--- src/rtl/fdiv_screen.sv ---
module fdiv_screen (
  input  logic        clk,
  input  logic        rst,
  input  logic        in_valid,
  input  logic        fpu_en,
  input  logic [63:0] dividend,
  input  logic [63:0] divisor,
  output logic        out_valid,
  output logic [3:0]  out_cc,
  output logic        fpu_unavail
);
  localparam int EW = 11;
  localparam int FW = 52;
  localparam int XW = EW + 1;
  localparam logic signed [XW-1:0] BIAS    = XW'(1023);
  localparam logic signed [XW-1:0] B_LO    = -XW'(1022);
  localparam logic signed [XW-1:0] B_HI    = XW'(1021);
  localparam logic signed [XW-1:0] D_HI    = XW'(1023);
  localparam logic signed [XW-1:0] D_LO    = -XW'(1021);
  localparam logic signed [XW-1:0] A_FLOOR = -XW'(970);

  logic [EW-1:0] xa, xb;
  logic [FW-1:0] fa, fb;
  assign xa = dividend[FW+EW-1:FW];
  assign xb = divisor[FW+EW-1:FW];
  assign fa = dividend[FW-1:0];
  assign fb = divisor[FW-1:0];

  logic unused_signs;
  assign unused_signs = dividend[63] ^ divisor[63];

  logic top_a, top_b, inf_a, inf_b, nan_a, nan_b, zero_a, zero_b;
  assign top_a  = &xa;
  assign top_b  = &xb;
  assign inf_a  = top_a && (fa == '0);
  assign inf_b  = top_b && (fb == '0);
  assign nan_a  = top_a && (fa != '0);
  assign nan_b  = top_b && (fb != '0);
  assign zero_a = (xa == '0) && (fa == '0);
  assign zero_b = (xb == '0) && (fb == '0);

  logic signed [XW-1:0] ea, eb, ed;
  assign ea = $signed({1'b0, xa}) - BIAS;
  assign eb = $signed({1'b0, xb}) - BIAS;
  assign ed = ea - eb;

  logic special, b_range, a_range, flag_e, flag_g;
  assign special = inf_a || inf_b || zero_b;
  assign b_range = (eb <= B_LO) || (eb >= B_HI);
  assign a_range = !zero_a && ((ed >= D_HI) || (ed <= D_LO) || (ea <= A_FLOOR));
  assign flag_e  = special || nan_a || nan_b || b_range || a_range;
  assign flag_g  = special || (xb == '0);

  logic go, refuse;
  assign go     = in_valid && fpu_en;
  assign refuse = in_valid && !fpu_en;

  always_ff @(posedge clk) begin
    if (rst) begin
      out_valid   <= 1'b0;
      fpu_unavail <= 1'b0;
      out_cc      <= 4'b0000;
    end else begin
      out_valid   <= go;
      fpu_unavail <= refuse;
      if (go) out_cc <= {1'b1, flag_g, flag_e, 1'b0};
    end
  end

  p_latency_r1: assert property (@(posedge clk) disable iff (rst)
    go |=> out_valid);
  p_idle_r1: assert property (@(posedge clk) disable iff (rst)
    !in_valid |=> (!out_valid && !fpu_unavail));
  p_special_r2: assert property (@(posedge clk) disable iff (rst)
    (go && special) |=> (out_cc[2:1] == 2'b11));
  p_format_r7: assert property (@(posedge clk) disable iff (rst)
    out_valid |-> (out_cc[3] && !out_cc[0]));
  p_refuse_r8: assert property (@(posedge clk) disable iff (rst)
    refuse |=> (fpu_unavail && !out_valid));
  p_exclusive_r8: assert property (@(posedge clk) disable iff (rst)
    !(out_valid && fpu_unavail));
  p_reset_r10: assert property (@(posedge clk)
    rst |=> (!out_valid && !fpu_unavail));
endmodule

--- config.mk ---
export PLATFORM = sky130hd
export DESIGN_NAME = fdiv_screen
export DESIGN_NICKNAME = d
export VERILOG_FILES = /design/src/rtl/fdiv_screen.sv
export SDC_FILE = /design/constraint.sdc
export NUM_CORES = 1
export LEC_CHECK = 0
export ABC_CLOCK_PERIOD_IN_PS = 5000
export BUFFER_PORTS_ARGS = -buffer_cell sky130_fd_sc_hd__buf_2
export CELL_PAD_IN_SITES_DETAIL_PLACEMENT = 1
export CELL_PAD_IN_SITES_GLOBAL_PLACEMENT = 2
export CORE_MARGIN = 2
export CORE_UTILIZATION = 21
export DETAILED_ROUTE_END_ITERATION = 10
export HOLD_SLACK_MARGIN = 0.15
export PLACE_DENSITY = 0.89
export SLEW_MARGIN = 40
export SYNTH_ARGS = -nofsm -noshare
export SYNTH_HDL_FRONTEND = slang
export SYNTH_SLANG_ARGS = --single-unit
--- constraint.sdc ---
create_clock -name clk -period 5 [get_ports clk]
set_clock_uncertainty 0.1 [all_clocks]
set_input_delay 0.25 -clock clk [delete_from_list [all_inputs] [get_ports clk]]
set_output_delay 0.25 -clock clk [all_outputs]
set_load 0.005 [all_outputs]
==> results of run 1 <==
==> cells by family (layout without fill, tap and decap cells) <==
kind of cell / Yosys count / count (layout) / share of synthesized area (%)
AO/OA/AOI/OAI: 46 / 46 / 19.9
other: 1 / 1 / 0.215
buffers and inverters: 17 / 153 / 3.87
adder cells (fa/ha/maj): 19 / 19 / 14.0
AND/OR/NAND/NOR: 126 / 126 / 41.7
XOR/XNOR: 29 / 29 / 14.5
flip-flops: 5 / 5 / 5.73
==> through the flow <==
| stage | util (%) | area (sq um) | power (mW) |
|---|---|---|---|
| detailed placement | 31.2 | 2540 | 0.274 |
| global route | 31.8 | 2580 | 0.386 |
| finish | 31.8 | 2580 | 0.352 |
| global placement | 31.2 | 2540 | 0.265 |
| floorplan | - | 1750 | 0.176 |
| CTS | 31.8 | 2580 | 0.354 |
==> cell usage in the layout, fill, tap and decap left out, types with 2 or more instances in the layout <==
master / netlist / layout
o22ai_1: 2 / 2
nand2b_1: 2 / 2
ha_1: 18 / 18
or3_1: 2 / 2
nand3_1: 15 / 15
and3_1: 3 / 3
clkbuf_8: 0 / 3
nand4_1: 8 / 8
a211oi_1: 2 / 2
a221oi_1: 2 / 2
xnor2_1: 16 / 16
nor3_1: 13 / 13
nor4_1: 39 / 39
xor2_1: 13 / 13
inv_1: 15 / 15
nand2_1: 14 / 14
or4_1: 3 / 3
nor2_1: 13 / 13
a21oi_1: 8 / 8
buf_2: 0 / 134
a21o_1: 4 / 4
o21a_1: 6 / 6
o21ai_0: 4 / 4
nor2b_1: 3 / 3
dfxtp_1: 5 / 5
a311oi_1: 2 / 2
a31oi_1: 2 / 2
==> per-layer routing <==
metal / vias up / share of wire, % / global-route usage (%)
met1: 1160 / 41 / 18.9
li1: 1232 / - / -
met5: - / 0 / 0
met2: 93 / 50 / 30.5
met3: 5 / 8.1 / 2.06
met4: 0 / 0.71 / 2.66
==> state kept, by name, indices dropped and copies added (netlist names) <==
name         flops
out_cc           3
fpu_unavail      1
out_valid        1
==> power groups by stage <==
stage / Sequential (mW) / Combinational, mW / Clock [mW]
after floorplan: 0.0443 / 0.132 / 0
after global placement: 0.0441 / 0.221 / 0
after detailed placement: 0.0442 / 0.230 / 0
after CTS: 0.0437 / 0.231 / 0.0793
after global routing: 0.0439 / 0.260 / 0.0817
final: 0.0436 / 0.231 / 0.0772
==> path summary, 6_finish.rpt <==
| check | startpoint | end | depth (start not counted) |
|---|---|---|---|
| setup reg to reg | out_cc[1] | out_cc[1] | 3 |
| setup / recovery | divisor[52] | out_cc[1] | 13 |
| hold reg to reg | out_cc[3] | out_cc[3] | 2 |
| hold / removal | rst | out_valid | 2 |
==> cell type report <==
cell class / count / area (sq um)
multi-input cells: 221 / 1580
inverters: 15 / 56.3
fillers: 1070 / 5550
repair buffers: 134 / 671
flip-flops and latches: 5 / 100
well taps: 105 / 131
clock buffers: 4 / 45.0
==> run_results.csv, run 1 <==
group,metric,value,unit
clock_tree,cts_buffers,3,
timing,fin_ws,1640,ps
synthesis,syn-cell-area,0.00175,sq mm
clock_tree,cts_buffer_depth,2,
synthesis,ys_seq_elements,5,
grt,grt_pass1_vias,2480,
synthesis,yosysUniqueCellTypes,54,
timing,rsz0062_at_grt,"no",
worst_setup_path,worstSetupPathType,"in2reg",
timing,whs,153,ps
drt,wl_per_cell,15.5,um
clock_tree,clock_sinks,5,
grt,grt_max_degree,9,
worst_setup_path,cp.required,5030,ps
clock_tree,cts_setup_buffers,0,
layout,fin_nets,531,
worst_setup_path,cp.arrival,3390,ps
placement,portBuffers,134,
synthesis,synth_top_area_share,14.0,%
placement,dpl.hpwl,6670,um
synthesis,synth_common_cells,"nor4_1, ha_1, xnor2_1",
die,ioPinCount,138,
drt,viasPerCell,5.14,
die,die_x,95.2,um
worst_setup_path,cp_top_family,"compound AO/OA/AOI/OAI gates",
grt,grt_pass1_wl,11400,um
layout,drive_above_1_share,38.3,%
die,initial_core_util,21.5,%
power_and_ir_drop,power.density,136,mW/mm^2
placement,dp_cells,480,
die,dieArea,0.00907,sq mm
grt,gr-total-overflow,0,
worst_setup_path,path_max_fanout,6,
power_and_ir_drop,p_leak,1.17,nW
clock_tree,cts_resized,0,
timing,slew_violations,0,
synthesis,netlist_top_cells_area,"nor4_1, ha_1, xnor2_1, xor2_1, dfxtp_1",
layout,insertedDiodeCount,0,
die,coreArea,0.00813,sq mm
grt,grtUsageTotal,15.9,%
power_and_ir_drop,share_comb_of_total_power,65.7,%
drt,first_pass_iters,5,
timing,slew_headroom,58.9,%
timing,tns,0,ps
grt,antenna_found_initial,0,
clock_tree,clk_pin_slew,40,ps
worst_setup_path,cp.buffers_inverters,1,
flow_run,cap_violations,0,
placement,place.gp.congestion,0.838,
worst_setup_path,crit_slowest_cell,"ha_1",
drt,drt_wl_total,7490,um
power_and_ir_drop,p_sw_share,42.1,%
power_and_ir_drop,p_clk_share,21.9,%
synthesis,synth-edff-count,0,
clock_tree,tritoncts,"done",
synthesis,synth_area_per_cell,7.19,sq um
placement,pre_cts_ws,1410,ps
timing,max_clock_freq,298,MHz
drt,first_iter_violations,62,
power_and_ir_drop,peakVddDrop,0.0455,mV
synthesis,synth.most_common_cell,"nor4_1",
drt,ant_nets,0,
drt,drc,0,
worst_setup_path,end_kind,"flip-flop",
clock_tree,htreeDepth,1,
layout,layout.cells.non_filler,484,
clock_tree,root_buffer,"clkbuf_8",
power_and_ir_drop,power_switching,0.148,mW
worst_setup_path,timing.reg2reg.setup_slack,3940,ps
synthesis,yosys_warnings,0,
synthesis,synth_nets,394,
timing,report.final.setup_viol,0,
synthesis,synth_seq_area_share,5.73,%
timing,worstMarginPinSlew,611,ps
die,rows,33,
clock_tree,cts_hold_buf,0,
worst_hold_path,hp-class,"in2reg",
synthesis,yosys_most_used_dff,"dfxtp_1",
worst_setup_path,path_cells,"buf_2 -> ha_1 -> xnor2_1 -> ha_1 -> a21o_1 -> a21oi_1 -> xnor2_1 -> nand2_1 -> or3b_1 -> or3_1 -> a2111oi_2 -> nor4_1 -> a311oi_1",
synthesis,async_reset_ff_share,0,%
worst_setup_path,cpPeakStageDelay,360,ps
synthesis,synth_area_leader_cell,"nor4_1",
power_and_ir_drop,intPower,0.204,mW
worst_setup_path,critPathLaunchType,"input port",
drt,vias,2490,
synthesis,syn-instance-count,243,
status,outcome,"completed",
timing,final_hold_viol_count,0,
clock_tree,worstSkewPairLatency,230,ps
timing,period_share,67.1,%
layout,area_growth,47.8,%
die,die_h,95.2,um
timing,finalCriticalPeriod,3360,ps
power_and_ir_drop,pwr-share-seq,12.4,%
Note: power is estimated with default switching activity, not from simulation.
==> inputs of run 2 (changes only) <==
--- a/config.mk
+++ b/config.mk
@@ -5,15 +5,16 @@
 export SDC_FILE = /design/constraint.sdc
 export NUM_CORES = 1
 export LEC_CHECK = 0
-export ABC_CLOCK_PERIOD_IN_PS = 5000
+export ABC_AREA = 1
+export ABC_CLOCK_PERIOD_IN_PS = 3300
 export BUFFER_PORTS_ARGS = -buffer_cell sky130_fd_sc_hd__buf_2
 export CELL_PAD_IN_SITES_DETAIL_PLACEMENT = 1
 export CELL_PAD_IN_SITES_GLOBAL_PLACEMENT = 2
 export CORE_MARGIN = 2
-export CORE_UTILIZATION = 21
+export CORE_UTILIZATION = 19
 export DETAILED_ROUTE_END_ITERATION = 10
 export HOLD_SLACK_MARGIN = 0.15
-export PLACE_DENSITY = 0.89
+export PLACE_DENSITY = 0.84
 export SLEW_MARGIN = 40
 export SYNTH_ARGS = -nofsm -noshare
 export SYNTH_HDL_FRONTEND = slang
==> constraint.sdc (replaced) <==
create_clock -name clk -period 3.3 [get_ports clk]
set_clock_uncertainty 0.1 [all_clocks]
set_input_delay 0.165 -clock clk [delete_from_list [all_inputs] [get_ports clk]]
set_output_delay 0.165 -clock clk [all_outputs]
set_load 0.005 [all_outputs]
==> run 2 against run 1 <==
Core utilization decreased by 3.4 points. First-iteration DRC count is 23% higher. Cell count increased by 34%. Register-to-register slack got worse by 1400 ps. Synthesized cell count increased by 53%. Area after synthesis up 15%. Worst setup slack worse by 1100 ps. Critical endpoint unchanged.
==> run_results.csv, run 2 <==
group,metric,value,unit
timing,final_hold_viol_count,0,
clock_tree,cts_buffers,3,
worst_hold_path,hp-class,"in2reg",
synthesis,ys_seq_elements,5,
synthesis,syn-instance-count,373,
grt,grtUsageTotal,14.3,%
drt,wl_per_cell,12.5,um
power_and_ir_drop,share_comb_of_total_power,66.7,%
drt,first_pass_iters,4,
synthesis,netlist_top_cells_area,"nand2_1, ha_1, inv_1, nor4_1, nand3_1",
synthesis,synth_top_area_share,20.2,%
clock_tree,worstSkewPairLatency,220,ps
power_and_ir_drop,power_switching,0.243,mW
synthesis,synth_nets,524,
worst_setup_path,worstReg2RegStart,"out_cc[1]",
clock_tree,cts_buffer_depth,2,
synthesis,yosysUniqueCellTypes,39,
power_and_ir_drop,intPower,0.302,mW
die,initial_core_util,19.5,%
grt,gr-total-overflow,0,
worst_setup_path,worstSetupPathType,"in2reg",
layout,layout.cells.non_filler,649,
status,outcome,"completed",
worst_setup_path,cp.arrival,2750,ps
power_and_ir_drop,p_leak,1.60,nW
clock_tree,clk_pin_slew,40,ps
synthesis,yosys_warnings,0,
synthesis,synthMuxAreaShare,0,%
die,dieArea,0.0114,sq mm
placement,place.gp.congestion,0.850,
placement,dp_cells,641,
worst_setup_path,timing.reg2reg.setup_slack,2530,ps
worst_setup_path,r2r_end,"out_cc[1]",
power_and_ir_drop,peakVddDrop,0.101,mV
worst_setup_path,path_max_fanout,7,
die,coreArea,0.0103,sq mm
timing,period_share,83.2,%
worst_setup_path,critPathCapture,"out_cc[1]",
timing,max_clock_freq,364,MHz
timing,finalCriticalPeriod,2750,ps
grt,grt_pass1_vias,3095,
layout,largest_reg_flops,3,
worst_setup_path,r2r_cells,2,
worst_setup_path,critPathLaunchType,"input port",
clock_tree,tritoncts,"done",
layout,area_growth,45.4,%
flow_run,cap_violations,0,
grt,grt_max_degree,11,
die,die_x,107,um
drt,drt_wl_total,8100,um
timing,slew_violations,0,
synthesis,synth_area_per_cell,5.38,sq um
synthesis,synth-edff-count,0,
synthesis,synth_top_family_by_area,"simple AND/OR/NAND/NOR gates",
layout,fin_nets,665,
grt,antenna_found_initial,0,
synthesis,yosys_most_used_dff,"dfxtp_1",
layout,drive_above_1_share,33.1,%
timing,tns,0,ps
worst_setup_path,end_kind,"flip-flop",
synthesis,synth_seq_area_share,4.98,%
layout,largest_register,"out_cc",
synthesis,syn-cell-area,0.00201,sq mm
grt,grt_pass1_wl,13500,um
clock_tree,root_buffer,"clkbuf_8",
power_and_ir_drop,pwr-share-seq,12.0,%
synthesis,synth.most_common_cell,"nand2_1",
die,die_h,107,um
synthesis,synth-adder-area-share,12.2,%
synthesis,synthSimpleGateAreaFrac,59.5,%
die,rows,37,
die,ioPinCount,138,
power_and_ir_drop,p_sw_share,44.6,%
drt,viasPerCell,4.51,
power_and_ir_drop,p_clk_share,21.3,%
layout,mostFrequentLayoutCells,"buf_2, nand2_1, inv_1",
drt,drc,0,
clock_tree,clock_sinks,5,
synthesis,async_reset_ff_share,0,%
layout,final_core_util,28.4,%
power_and_ir_drop,power.density,187,mW/mm^2
synthesis,synth_common_cells,"nand2_1, inv_1, nor2_1",
synthesis,synth_area_leader_cell,"nand2_1",
synthesis,synth_compound_area_share,8.66,%
worst_setup_path,cp.required,3310,ps
layout,insertedDiodeCount,0,
drt,vias,2929,
drt,first_iter_violations,76,
drt,ant_nets,0,
worst_setup_path,critPathLaunch,"divisor[52]",
placement,portBuffers,134,
placement,dpl.hpwl,7320,um
clock_tree,htreeDepth,1,
synthesis,synth_xor_area_share,3.05,%
timing,rsz0062_at_grt,"no",
layout,top_regs,"out_cc: 3 flops, fpu_unavail: 1 flops, out_valid: 1 flops",
timing,report.final.setup_viol,0,
layout,final_common_cell,"buf_2",
## run 2: worst min-delay path by stage
stage | start | end | cells after the start
floorplan | fpu_en | fpu_unavail | 1
global placement | fpu_en | fpu_unavail | 2
detailed placement | fpu_en | fpu_unavail | 2
CTS | dividend[50] | out_cc[2] | 6
global route | dividend[50] | out_cc[2] | 6
finish | dividend[50] | out_cc[2] | 6
## run 2: logic make-up after synthesis
| logic type | Yosys count |
|---|---|
| adders and majority gates | 19 |
| xor gates and xnor gates | 7 |
| and+or+nand+nor | 253 |
| buffers and inverters | 59 |
| DFF | 5 |
| AOI/OAI and AO/OA | 29 |
| other | 1 |
## run 2: what timing repair did
action / 4_1_cts / 5_1_grt
hold buffers: 4 / 0
endpoints found under the setup margin: 0 / 0
buffers inserted: 0 / 0
gates resized for setup: 0 / 0
endpoints found under the hold margin: 3 / 0
## run 2: worst max-delay path, cell delays in order
cell,delay [ps]
buf_2,140
ha_1,210
inv_1,100
nor2_4,190
nand3_1,120
nor2_1,210
inv_1,90
nor2_1,150
inv_1,60
nand2_1,60
inv_1,50
ha_1,350
nand3_2,90
nor2_2,100
nand3_1,120
nand4_1,100
nand2_1,80
a21oi_1,150
nand2_1,90
nand2_1,80
a21oi_2,50
## run 2: power by group through the flow
stage / clock network (mW) / logic [mW] / registers [mW]
2_1_floorplan: 0 / 0.217 / 0.0669
3_5_place_dp: 0 / 0.364 / 0.0664
4_1_cts: 0.119 / 0.369 / 0.0655
5_1_grt: 0.125 / 0.416 / 0.0660
3_3_place_gp: 0 / 0.352 / 0.0663
6_report: 0.116 / 0.364 / 0.0655
## run 2: layout make-up
class                      count  area (sq um)
timing repair buffer         138           711
tap                          136           170
multi-input combinational    309          1680
sequential                     5           100
fill                        1429          7360
inverter                      57           214
clock buffer                   4          45.0
## run 2: stage by stage
step	hold slack, ps	cell area (sq um)	setup slack, ps	total power, mW
6_report	245	2920	553	0.546
3_3_place_gp	237	2830	326	0.419
2_1_floorplan	137	2010	821	0.284
3_5_place_dp	251	2830	272	0.430
5_1_grt	295	2920	134	0.607
4_1_cts	248	2920	510	0.553
## run 2: metal layers
layer  track usage, %  vias to the layer above  wire length (um)
li1                 -                     1522                 -
met1             16.6                     1319              3470
met2             27.3                       81              4010
met3             2.37                        7               540
met4             2.88                        0                72
met5                0                        -                 0
